## src/rtl/btl_pkg.sv

```systemverilog
package btl_pkg;
  typedef enum logic [2:0] {
    ST_IDLE,
    ST_WAIT,
    ST_BURST,
    ST_PASS,
    ST_PDATA,
    ST_RESP
  } btl_state_e;

  localparam int CFG_FIRST = 2;
  localparam int CFG_LAST  = 5;
endpackage

```

## src/rtl/btl_cfg.sv

```systemverilog
module btl_cfg (
  input  logic       clk,
  input  logic       rst_n,
  input  logic       cfg_we,
  input  logic [1:0] cfg_bits,
  output logic       rd_en,
  output logic       wr_en
);
  always_ff @(posedge clk or negedge rst_n) begin
    if (!rst_n) begin
      rd_en <= 1'b1;
      wr_en <= 1'b1;
    end else if (cfg_we) begin
      rd_en <= cfg_bits[1];
      wr_en <= cfg_bits[0];
    end
  end
endmodule

```

## src/rtl/btl_buf.sv

```systemverilog
module btl_buf #(
  parameter int DATA_W = 16,
  parameter int IDX_W  = 5
) (
  input  logic              clk,
  input  logic              we,
  input  logic [IDX_W-1:0]  waddr,
  input  logic [DATA_W-1:0] wdata,
  input  logic [IDX_W-1:0]  raddr,
  output logic [DATA_W-1:0] rdata
);
  localparam int DEPTH = 1 << IDX_W;

  logic [DATA_W-1:0] words_q [DEPTH];

  always_ff @(posedge clk) begin
    if (we) words_q[waddr] <= wdata;
  end

  assign rdata = words_q[raddr];
endmodule

```

## src/rtl/btl_ctrl.sv

```systemverilog
module btl_ctrl
  import btl_pkg::*;
#(
  parameter int DATA_W       = 16,
  parameter int SA_W         = 5,
  parameter int IDX_W        = 5,
  parameter int CYC_PER_WORD = 50
) (
  input  logic                    clk,
  input  logic                    rst_n,
  input  logic                    req_valid,
  output logic                    req_ready,
  input  logic                    req_write,
  input  logic [SA_W+IDX_W:0]     req_addr,
  input  logic [DATA_W-1:0]       req_wdata,
  output logic                    rsp_valid,
  input  logic                    rsp_ready,
  output logic [DATA_W-1:0]       rsp_data,
  output logic                    mem_en,
  output logic                    mem_we,
  output logic [SA_W+IDX_W-1:0]   mem_addr,
  output logic [DATA_W-1:0]       mem_wdata,
  input  logic [DATA_W-1:0]       mem_rdata,
  input  logic                    dma_busy,
  input  logic                    rd_en,
  output logic                    cfg_we,
  output logic [1:0]              cfg_bits,
  output logic                    buf_we,
  output logic [IDX_W-1:0]        buf_waddr,
  output logic [DATA_W-1:0]       buf_wdata,
  output logic [IDX_W-1:0]        buf_raddr,
  input  logic [DATA_W-1:0]       buf_rdata,
  output logic                    burst_act
);
  localparam int MAW   = SA_W + IDX_W;
  localparam int ADDR_W = MAW + 1;
  localparam int LOW_W = ADDR_W - 1;
  localparam int TW    = $clog2(CYC_PER_WORD + 1);
  localparam logic [TW-1:0] T_LAST = TW'(CYC_PER_WORD - 1);

  btl_state_e state_q;

  logic              seq_active_q;
  logic [SA_W-1:0]   seq_sa_q;
  logic [IDX_W-1:0]  seq_top_q;
  logic [IDX_W-1:0]  word_q;
  logic [TW-1:0]     tmr_q;
  logic              pend_q;
  logic [IDX_W-1:0]  pend_idx_q;
  logic [MAW-1:0]    op_addr_q;
  logic              op_we_q;
  logic [DATA_W-1:0] op_wdata_q;
  logic [DATA_W-1:0] rsp_q;

  // request decode
  logic              is_cfg, cfg_hit, sa_buffered, snap_hit, accept;
  logic [SA_W-1:0]   req_sa;
  logic [IDX_W-1:0]  req_idx;
  logic [LOW_W-1:0]  low;

  assign is_cfg      = req_addr[ADDR_W-1];
  assign req_sa      = req_addr[MAW-1:IDX_W];
  assign req_idx     = req_addr[IDX_W-1:0];
  assign low         = req_addr[LOW_W-1:0];
  assign cfg_hit     = (low >= LOW_W'(CFG_FIRST)) && (low <= LOW_W'(CFG_LAST));
  assign sa_buffered = (req_sa != '0) && (req_sa != {SA_W{1'b1}});
  assign snap_hit    = seq_active_q && (req_sa == seq_sa_q) && (req_idx <= seq_top_q);
  assign req_ready   = (state_q == ST_IDLE);
  assign accept      = req_valid && req_ready;

  assign cfg_we   = accept && is_cfg && req_write && cfg_hit;
  assign cfg_bits = low[1:0] + 2'd2;

  always_ff @(posedge clk or negedge rst_n) begin
    if (!rst_n) begin
      state_q      <= ST_IDLE;
      seq_active_q <= 1'b0;
      seq_sa_q     <= '0;
      seq_top_q    <= '0;
      word_q       <= '0;
      tmr_q        <= '0;
      pend_q       <= 1'b0;
      pend_idx_q   <= '0;
      op_addr_q    <= '0;
      op_we_q      <= 1'b0;
      op_wdata_q   <= '0;
      rsp_q        <= '0;
    end else begin
      pend_q <= 1'b0;
      unique case (state_q)
        ST_IDLE: begin
          if (accept) begin
            if (is_cfg) begin
              if (!req_write) begin
                rsp_q   <= '0;
                state_q <= ST_RESP;
              end
            end else if (req_write) begin
              op_addr_q  <= req_addr[MAW-1:0];
              op_we_q    <= 1'b1;
              op_wdata_q <= req_wdata;
              state_q    <= ST_PASS;
            end else if (rd_en && sa_buffered) begin
              if (snap_hit) begin
                rsp_q <= buf_rdata;
                if (req_idx == '0) seq_active_q <= 1'b0;
                state_q <= ST_RESP;
              end else begin
                seq_active_q <= 1'b0;
                seq_sa_q     <= req_sa;
                seq_top_q    <= req_idx;
                state_q      <= ST_WAIT;
              end
            end else begin
              op_addr_q <= req_addr[MAW-1:0];
              op_we_q   <= 1'b0;
              state_q   <= ST_PASS;
            end
          end
        end
        ST_WAIT: begin
          if (!dma_busy) begin
            word_q  <= '0;
            tmr_q   <= '0;
            state_q <= ST_BURST;
          end
        end
        ST_BURST: begin
          if (tmr_q == '0) begin
            pend_q     <= 1'b1;
            pend_idx_q <= word_q;
          end
          if (tmr_q == T_LAST) begin
            tmr_q <= '0;
            if (word_q == seq_top_q) begin
              rsp_q        <= buf_rdata;
              seq_active_q <= (seq_top_q != '0);
              state_q      <= ST_RESP;
            end else begin
              word_q <= word_q + 1'b1;
            end
          end else begin
            tmr_q <= tmr_q + 1'b1;
          end
        end
        ST_PASS: begin
          if (!dma_busy) state_q <= op_we_q ? ST_IDLE : ST_PDATA;
        end
        ST_PDATA: begin
          rsp_q   <= mem_rdata;
          state_q <= ST_RESP;
        end
        ST_RESP: begin
          if (rsp_ready) state_q <= ST_IDLE;
        end
        default: state_q <= ST_IDLE;
      endcase
      if (!rd_en) seq_active_q <= 1'b0;
    end
  end

  assign burst_act = (state_q == ST_BURST);
  assign mem_en    = (burst_act && tmr_q == '0) || (state_q == ST_PASS && !dma_busy);
  assign mem_we    = (state_q == ST_PASS) && op_we_q && !dma_busy;
  assign mem_addr  = burst_act ? {seq_sa_q, word_q} : op_addr_q;
  assign mem_wdata = op_wdata_q;

  assign buf_we    = pend_q;
  assign buf_waddr = pend_idx_q;
  assign buf_wdata = mem_rdata;
  assign buf_raddr = burst_act ? seq_top_q : req_idx;

  assign rsp_valid = (state_q == ST_RESP);
  assign rsp_data  = rsp_q;
endmodule

```

## src/rtl/btl_read_buf.sv

```systemverilog
module btl_read_buf #(
  parameter int DATA_W       = 16,
  parameter int SA_W         = 5,
  parameter int IDX_W        = 5,
  parameter int CYC_PER_WORD = 50
) (
  input  logic                   clk,
  input  logic                   rst_n,
  input  logic                   host_req_valid,
  output logic                   host_req_ready,
  input  logic                   host_req_write,
  input  logic [SA_W+IDX_W:0]    host_req_addr,
  input  logic [DATA_W-1:0]      host_req_wdata,
  output logic                   host_rsp_valid,
  input  logic                   host_rsp_ready,
  output logic [DATA_W-1:0]      host_rsp_data,
  output logic                   mem_en,
  output logic                   mem_we,
  output logic [SA_W+IDX_W-1:0]  mem_addr,
  output logic [DATA_W-1:0]      mem_wdata,
  input  logic [DATA_W-1:0]      mem_rdata,
  input  logic                   dma_busy,
  output logic                   wr_buf_en
);
  logic              rd_en, cfg_we, buf_we, burst_act;
  logic [1:0]        cfg_bits;
  logic [IDX_W-1:0]  buf_waddr, buf_raddr;
  logic [DATA_W-1:0] buf_wdata, buf_rdata;

  btl_cfg u_cfg (
    .clk(clk), .rst_n(rst_n), .cfg_we(cfg_we), .cfg_bits(cfg_bits),
    .rd_en(rd_en), .wr_en(wr_buf_en)
  );

  btl_buf #(.DATA_W(DATA_W), .IDX_W(IDX_W)) u_buf (
    .clk(clk), .we(buf_we), .waddr(buf_waddr), .wdata(buf_wdata),
    .raddr(buf_raddr), .rdata(buf_rdata)
  );

  btl_ctrl #(
    .DATA_W(DATA_W), .SA_W(SA_W), .IDX_W(IDX_W), .CYC_PER_WORD(CYC_PER_WORD)
  ) u_ctrl (
    .clk(clk), .rst_n(rst_n),
    .req_valid(host_req_valid), .req_ready(host_req_ready),
    .req_write(host_req_write), .req_addr(host_req_addr), .req_wdata(host_req_wdata),
    .rsp_valid(host_rsp_valid), .rsp_ready(host_rsp_ready), .rsp_data(host_rsp_data),
    .mem_en(mem_en), .mem_we(mem_we), .mem_addr(mem_addr), .mem_wdata(mem_wdata),
    .mem_rdata(mem_rdata), .dma_busy(dma_busy), .rd_en(rd_en),
    .cfg_we(cfg_we), .cfg_bits(cfg_bits),
    .buf_we(buf_we), .buf_waddr(buf_waddr), .buf_wdata(buf_wdata),
    .buf_raddr(buf_raddr), .buf_rdata(buf_rdata), .burst_act(burst_act)
  );
endmodule

```

## config.mk

```make
export PLATFORM = sky130hd
export DESIGN_NAME = btl_read_buf
export DESIGN_NICKNAME = d
export VERILOG_FILES = /design/src/rtl/btl_pkg.sv /design/src/rtl/btl_cfg.sv /design/src/rtl/btl_buf.sv /design/src/rtl/btl_ctrl.sv /design/src/rtl/btl_read_buf.sv
export SDC_FILE = /design/constraint.sdc
export NUM_CORES = 1
export LEC_CHECK = 0
export ABC_AREA = 0
export BUFFER_PORTS_ARGS = -buffer_cell sky130_fd_sc_hd__buf_4
export CAP_MARGIN = 20
export CORE_MARGIN = 2
export CORE_UTILIZATION = 51
export CTS_CLUSTER_SIZE = 10
export DETAILED_ROUTE_END_ITERATION = 10
export PLACE_DENSITY = 0.79
export SLEW_MARGIN = 20
export SYNTH_ARGS = -nofsm -noshare
export SYNTH_HDL_FRONTEND = slang
export SYNTH_SLANG_ARGS = --single-unit
export TNS_END_PERCENT = 50
```

## constraint.sdc

```tcl
create_clock -name clk -period 5.9 [get_ports clk]
set_input_delay 0.59 -clock clk [delete_from_list [all_inputs] [get_ports clk]]
set_output_delay 0.59 -clock clk [all_outputs]
set_load 0.02 [all_outputs]
```

==> results.txt, run 1 <==
Max IR drop VDD -> 187.0 uV
max-cap violation count -> 0
Synth Flop Type -> edfxtp_1
Seq/Total Area, Yosys -> 66.84%
Final ANT Viol Nets -> 0
synth warn -> 0
power per cell area -> 384.0 nW/um^2
period utilisation layout -> 83.53%
nature of the critical path endpoint -> register
Post-DP Area -> 27380 sq um
Initial Util -> 51.63%
fillcell total -> 3727
TritonCTS buffer count -> 69
Mapped Cells -> 1612
initial antenna violation count -> 1
Worst Hold Class -> input pin to register
FP Rows -> 82
Unique masters post-synth -> 62
DR iter-0 viols -> 2095
TritonCTS clock tree -> built
Reg clk slew, reported paths -> 0.06 ns
first-pass GRT wire length -> 100.5 mm
R2R Path Start -> u_ctrl.state_q[1]$_DFFE_PN0P_
top cells by area, synth -> edfxtp_1 (59%), mux4_2 (9.5%), dfrtp_1 (7.2%), mux2i_1 (6.1%), mux2_2 (3.2%)
Clock Skew -> 0.03261 ns
Pre-antenna DRT Iters -> 6
Rel. slew slack -> 28.41%
Worst path max stage delay -> 0.94 ns
Req. time, crit path -> 6.38 ns
register area -> 17280 sq um
WP data arrival -> 5.41 ns
Post-synth EDFFs -> 512
die area -> 52500 sq um
Die Wd -> 229.1 microns
Crit Path Class -> register to register
setup bufs post-CTS -> 0
Clock Path Buffers -> 3
Port Buffers -> 95
post-synth top area cell -> edfxtp_1
Worst-Margin Slew -> 1.044 ns
Via density -> 6.440
Async SR Flop Fraction -> 12.93%
Root Driver -> clkbuf_16
crit-path cells -> nor3b_4 > mux2i_1 > nand2_1 > o22ai_1 > a221oi_1 > or4_1 > o31ai_1
unrepaired setup endpoints after global routing -> no
Yosys reg bits -> 588
Sink Count -> 588
Placed Instances -> 2327
Worst setup SP type -> register
core area -> 50070 sq um
nets@finish -> 1786
most frequent cells in the layout -> edfxtp_1 (512), nand2_1 (177), mux2i_1 (158)
most common cell after layout, fill and taps aside -> edfxtp_1
Syn Nets -> 1670
hpwl dp -> 40.38 mm
gp weighted congestion -> 0.8756
post-route cell area -> 29400 sq um
Lkg Pwr -> 0.01041 uW
outcome -> finished, final reports clean
share of post-route cells with drive strength above 1 -> 24.03%
DR WL/cell -> 27.42 microns
Final Hold Fails -> 0
CTS H-tree depth -> 3
HP Start -> host_req_wdata[7]
f_max -> 0.2029 GHz
worst-skew pair later-pin latency -> 0.60 ns
post-CTS sizing -> 0
CP Launch Point -> u_ctrl.state_q[1]$_DFFE_PN0P_
Final Non-Filler Cells -> 2428
DR vias -> 15640
Synth Area per Inst -> 16.04 sq um
Die Span Y -> 229.1 microns
DR DRC count -> 0
antenna diode count -> 0
# setup viols final -> 0
Critical-path top delay cell -> mux2i_1
Hold-fix buffers, CTS -> 0
setup tns final -> 0 ns
vias in the first global route -> 15820
GRT Residual Overflow -> 0
critical path peak fanout -> 16
gr usage total -> 25.76%
DRT Wirelength -> 66.59 mm
fin. max-slew vios -> 0
Tmin final -> 4.928 ns
Multi-input gate area -> 8109 sq um
I/O pins -> 96
Cell Area, Synth -> 25850 sq um
largest net degree at the start of global routing -> 77
Yosys top cell area share -> 59.48%
area grow syn2layout -> 13.73%
-- critical path: cells and delay by family (launching register included) --
| kind | cells | cell delay (ns) |
|---|---|---|
| muxes | 1 | 0.94 |
| and+or+nand+nor | 3 | 2.13 |
| AOI/OAI and AO/OA | 3 | 1.11 |
| DFF | 1 | 0.60 |
-- cell families after synthesis --
family | Yosys count | share of synthesized area, %
flops | 588 | 66.84
mux | 342 | 18.89
buf+inv | 111 | 2.057
fa+ha+maj | 9 | 0.4356
xor+xnor | 15 | 0.5082
compound gates | 184 | 4.995
simple gates | 363 | 6.268
-- layout make-up --
type,instances,share of cell area [%]
multi-input combinational,913,27.58
inverter,14,0.1787
sequential,588,58.79
clock inverter,6,0.2596
timing repair buffer,142,3.898
tap,672,2.860
clock buffer,93,6.431
-- worst paths after layout --
kind                       slack [ns]  depth (start not counted)                         endpoint
max                              0.97                          7  u_ctrl.rsp_data[14]$_DFFE_PN0P_
min                              0.23                          2  u_ctrl.mem_wdata[7]$_DFFE_PN0P_
max reg2reg                      0.97                          7  u_ctrl.rsp_data[14]$_DFFE_PN0P_
min reg2reg                      0.49                          2  u_ctrl.op_addr_q[0]$_DFFE_PN0P_
max in group asynchronous        4.82                          3          u_cfg.wr_en$_DFFE_PN1P_
min in group asynchronous        0.44                          2  u_ctrl.rsp_data[12]$_DFFE_PN0P_
-- synthesized netlist by cell type (all sizes together), types with 6 or more instances --
cell type,n
a221oi,27
mux2,74
edfxtp,512
a221o,9
a22o,15
a21boi,6
ha,9
a31oi,20
a22oi,9
o21ai,30
xnor2,6
o22ai,17
mux2i,159
or4,6
buf,54
nand3,43
xor2,9
nand4,7
nor4,11
a21oi,26
dfrtp,74
nor3,10
clkbuf,43
nor2,76
nand2,177
mux4,109
and3,12
inv,14
-- stage by stage --
stage          setup WS (ns)  hold slack (ns)  util (%)  total power [uW]
6_report              0.9719           0.2259     58.72             11290
5_1_grt               0.8461           0.2168     58.72             11670
4_1_cts                1.093           0.1957     58.62             11300
3_5_place_dp           1.122           0.4785     54.69              7523
3_3_place_gp           1.136           0.4750     54.63              7455
2_1_floorplan          2.651           0.2944         -              6539
-- per-layer routing --
layer / GRT usage (%) / up-vias / wire length [microns] / part of all wire [%]
li1: - / 6611 / - / -
met1: 34.12 / 7954 / 24950 / 37
met2: 41.37 / 922 / 32180 / 48
met3: 6.038 / 150 / 6877 / 10
met4: 10.51 / 0 / 2582 / 3.9
met5: 0 / - / 0 / 0
-- state kept, by name (all words and copies together) (netlist names), 3 cells and up --
signal            count
u_ctrl.seq_sa_q       5
u_ctrl.mem_wdata     16
u_buf.words_q       512
u_ctrl.state_q        3
u_ctrl.seq_top_q      5
u_ctrl.buf_waddr      5
u_ctrl.word_q         5
u_ctrl.tmr_q          6
u_ctrl.rsp_data      16
u_ctrl.op_addr_q     10
-- power breakdown --
| group | internal (uW) | leakage, uW | switching [uW] |
|---|---|---|---|
| logic | 978 | 0.00389 | 1550 |
| clock network | 2260 | 0.000954 | 1550 |
| registers | 4740 | 0.00557 | 211 |
| total | 7980 | 0.0104 | 3310 |
No activity file was read; power rests on OpenSTA's default activity.
==> run 2, diff against run 1 <==
==> constraint.sdc (replaced) <==
create_clock -name clk -period 4.7 [get_ports clk]
set_input_delay 0.47 -clock clk [delete_from_list [all_inputs] [get_ports clk]]
set_output_delay 0.47 -clock clk [all_outputs]
set_load 0.02 [all_outputs]
==> results.txt, run 2 (synthesis results as in run 1) <==
post-CTS sizing -> 0 (unchanged)
Final Hold Fails -> 0 (unchanged)
nature of the critical path endpoint -> register
R2R Path Start -> u_ctrl.state_q[0]$_DFFE_PN0P_
f_max -> 0.2978 GHz (+47%)
vias in the first global route -> 15880 (+0.37%)
Worst setup SP type -> register
DR iter-0 viols -> 2188 (+4.4%)
met2 wire length -> 31.62 mm (-1.7%)
hpwl dp -> 40.80 mm (+1.0%)
GRT Residual Overflow -> 0 (unchanged)
DRT Wirelength -> 65.45 mm (-1.7%)
Sink Count -> 588 (unchanged)
Die Wd -> 229.1 microns (unchanged)
setup bufs post-CTS -> 0 (unchanged)
CTS H-tree depth -> 3 (unchanged)
nets@finish -> 1796 (+0.56%)
gr usage total -> 24.96% (-0.80 points)
Clock Skew -> 0.03140 ns (-0.001218 ns)
outcome -> finished, final reports clean
DR vias -> 15690 (+0.33%)
period utilisation layout -> 71.44% (-12 points)
core area -> 50070 sq um (unchanged)
most common cell after layout, fill and taps aside -> edfxtp_1
Port Buffers -> 95 (unchanged)
Die Span Y -> 229.1 microns (unchanged)
setup tns final -> 0 ns (unchanged)
most flop-heavy register -> u_buf.words_q
Initial Util -> 51.63% (unchanged)
Final ANT Viol Nets -> 0 (unchanged)
Reg clk slew, reported paths -> 0.06 ns (about the same)
area grow syn2layout -> 13.78% (about the same)
Via density -> 6.422 (-0.28%)
Top Layer Used -> met5
number of flip-flops in the largest register -> 512 (unchanged)
fin. max-slew vios -> 0 (unchanged)
Max IR drop VDD -> 276.4 uV (+48%)
TritonCTS buffer count -> 70 (+1.4%)
most frequent cells in the layout -> edfxtp_1 (512), nand2_1 (177), mux2i_1 (158)
DR DRC count -> 0 (unchanged)
share of post-route cells with drive strength above 1 -> 24.12% (+0.092 points)
Clock Path Buffers -> 3 (unchanged)
met3 routed WL -> 6.570 mm (-4.5%)
post-route cell area -> 29410 sq um (about the same)
R2R depth -> 7 (unchanged)
Req. time, crit path -> 5.12 ns (-1.26 ns)
worst-skew pair later-pin latency -> 0.59 ns (about the same)
# setup viols final -> 0 (unchanged)
FP Rows -> 82 (unchanged)
hold path cells -> 2 (unchanged)
Crit Path Class -> register to register
Root Driver -> clkbuf_16
I/O pins -> 96 (unchanged)
largest net degree at the start of global routing -> 77 (unchanged)
initial antenna violation count -> 4 (+3)
CP Launch Point -> u_ctrl.state_q[0]$_DFFE_PN0P_
Lkg Pwr -> 0.01043 uW (+0.19%)
gp weighted congestion -> 0.8890 (+1.5%)
Pre-antenna DRT Iters -> 8 (+2)
Rel. slew slack -> 23.89% (-4.5 points)
power per cell area -> 479.4 nW/um^2 (+25%)
max-cap violation count -> 0 (unchanged)
HP Start -> host_req_wdata[2]
Worst Hold Class -> input pin to register
first-pass GRT wire length -> 97.77 mm (-2.8%)
Metal-1 WL -> 23.84 mm (-4.4%)
die area -> 52500 sq um (unchanged)
Worst-Margin Slew -> 1.140 ns (+0.09642 ns)
TritonCTS clock tree -> built
critical path peak fanout -> 35 (+19)
DR WL/cell -> 26.79 microns (-2.3%)
Post-DP Area -> 27450 sq um (+0.23%)
WP data arrival -> 3.77 ns (-1.64 ns)
Tmin final -> 3.358 ns (-1.571 ns)
unrepaired setup endpoints after global routing -> no
[run 2: cell count changes in the layout (fill, tap and decap cells not counted), sizes merged]
| cell | delta |
|---|---|
| buf | +9 |
| clkbuf | +6 |
| inv | -3 |
| clkinv | +2 |
| bufinv | -1 |
| clkinvlp | +1 |
| diode | +1 |
[run 2: critical path, stage by stage, from the launching register on]
cell	delay, ns
dfrtp_1	0.68
or3b_4	0.42
buf_4	0.57
nor2_1	0.08
a21oi_1	0.58
a31oi_1	0.21
o22ai_1	0.44
o31ai_1	0.14
[run 2: final timing paths]
| kind | to | slack, ns |
|---|---|---|
| max reg2reg | u_ctrl.rsp_data[14]$_DFFE_PN0P_ | 1.34 |
| max in group asynchronous | u_ctrl.seq_top_q[0]$_DFFE_PN0P_ | 3.62 |
| min in group asynchronous | u_ctrl.state_q[2]$_DFFE_PN0P_ | 0.49 |
| min reg2reg | u_cfg.rd_en$_DFFE_PN1P_ | 0.49 |
| max | u_ctrl.rsp_data[14]$_DFFE_PN0P_ | 1.34 |
| min | u_ctrl.mem_wdata[2]$_DFFE_PN0P_ | 0.11 |
[run 2: area by class of cell]
class | count | area, sq um
diodes | 1 | 2.502
clock buffers | 99 | 1924
clock inverters | 5 | 25.02
fillers | 3728 | 20660
inverters | 14 | 52.55
multi-input cells | 913 | 8093
flip-flops and latches | 588 | 17280
well taps | 672 | 840.8
repair buffers | 151 | 1190
[run 2: layer usage]
layer | vias up | track usage (%)
li1 | 6626 | -
met2 | 941 | 40.48
met1 | 7888 | 31.49
met3 | 230 | 6.574
met5 | - | 0
met4 | 4 | 11.85
[run 2: where the power goes]
| part | internal, uW | switching (uW) |
|---|---|---|
| clock network | 2810 | 1940 |
| registers | 5950 | 262 |
| logic | 1240 | 1900 |
[run 2: stage by stage]
stage / power (uW) / setup slack [ns] / util, % / hold slack, ns / cells
finish: 14100 / 1.342 / 58.74 / 0.1123 / 2443
detailed placement: 9412 / 1.307 / 54.82 / 0.4815 / 2337
global route: 14570 / 1.177 / 58.74 / 0.09808 / 2442
CTS: 14120 / 1.406 / 58.71 / 0.08661 / 2441
floorplan: 8209 / 1.451 / - / 0.1744 / 1612
global placement: 9336 / 1.321 / 54.82 / 0.4773 / 2337
[run 2: repair_timing]
action | CTS | global route
endpoints found under the setup margin | 0 | 0
hold buffers | 0 | 1
endpoints found under the hold margin | 0 | 50
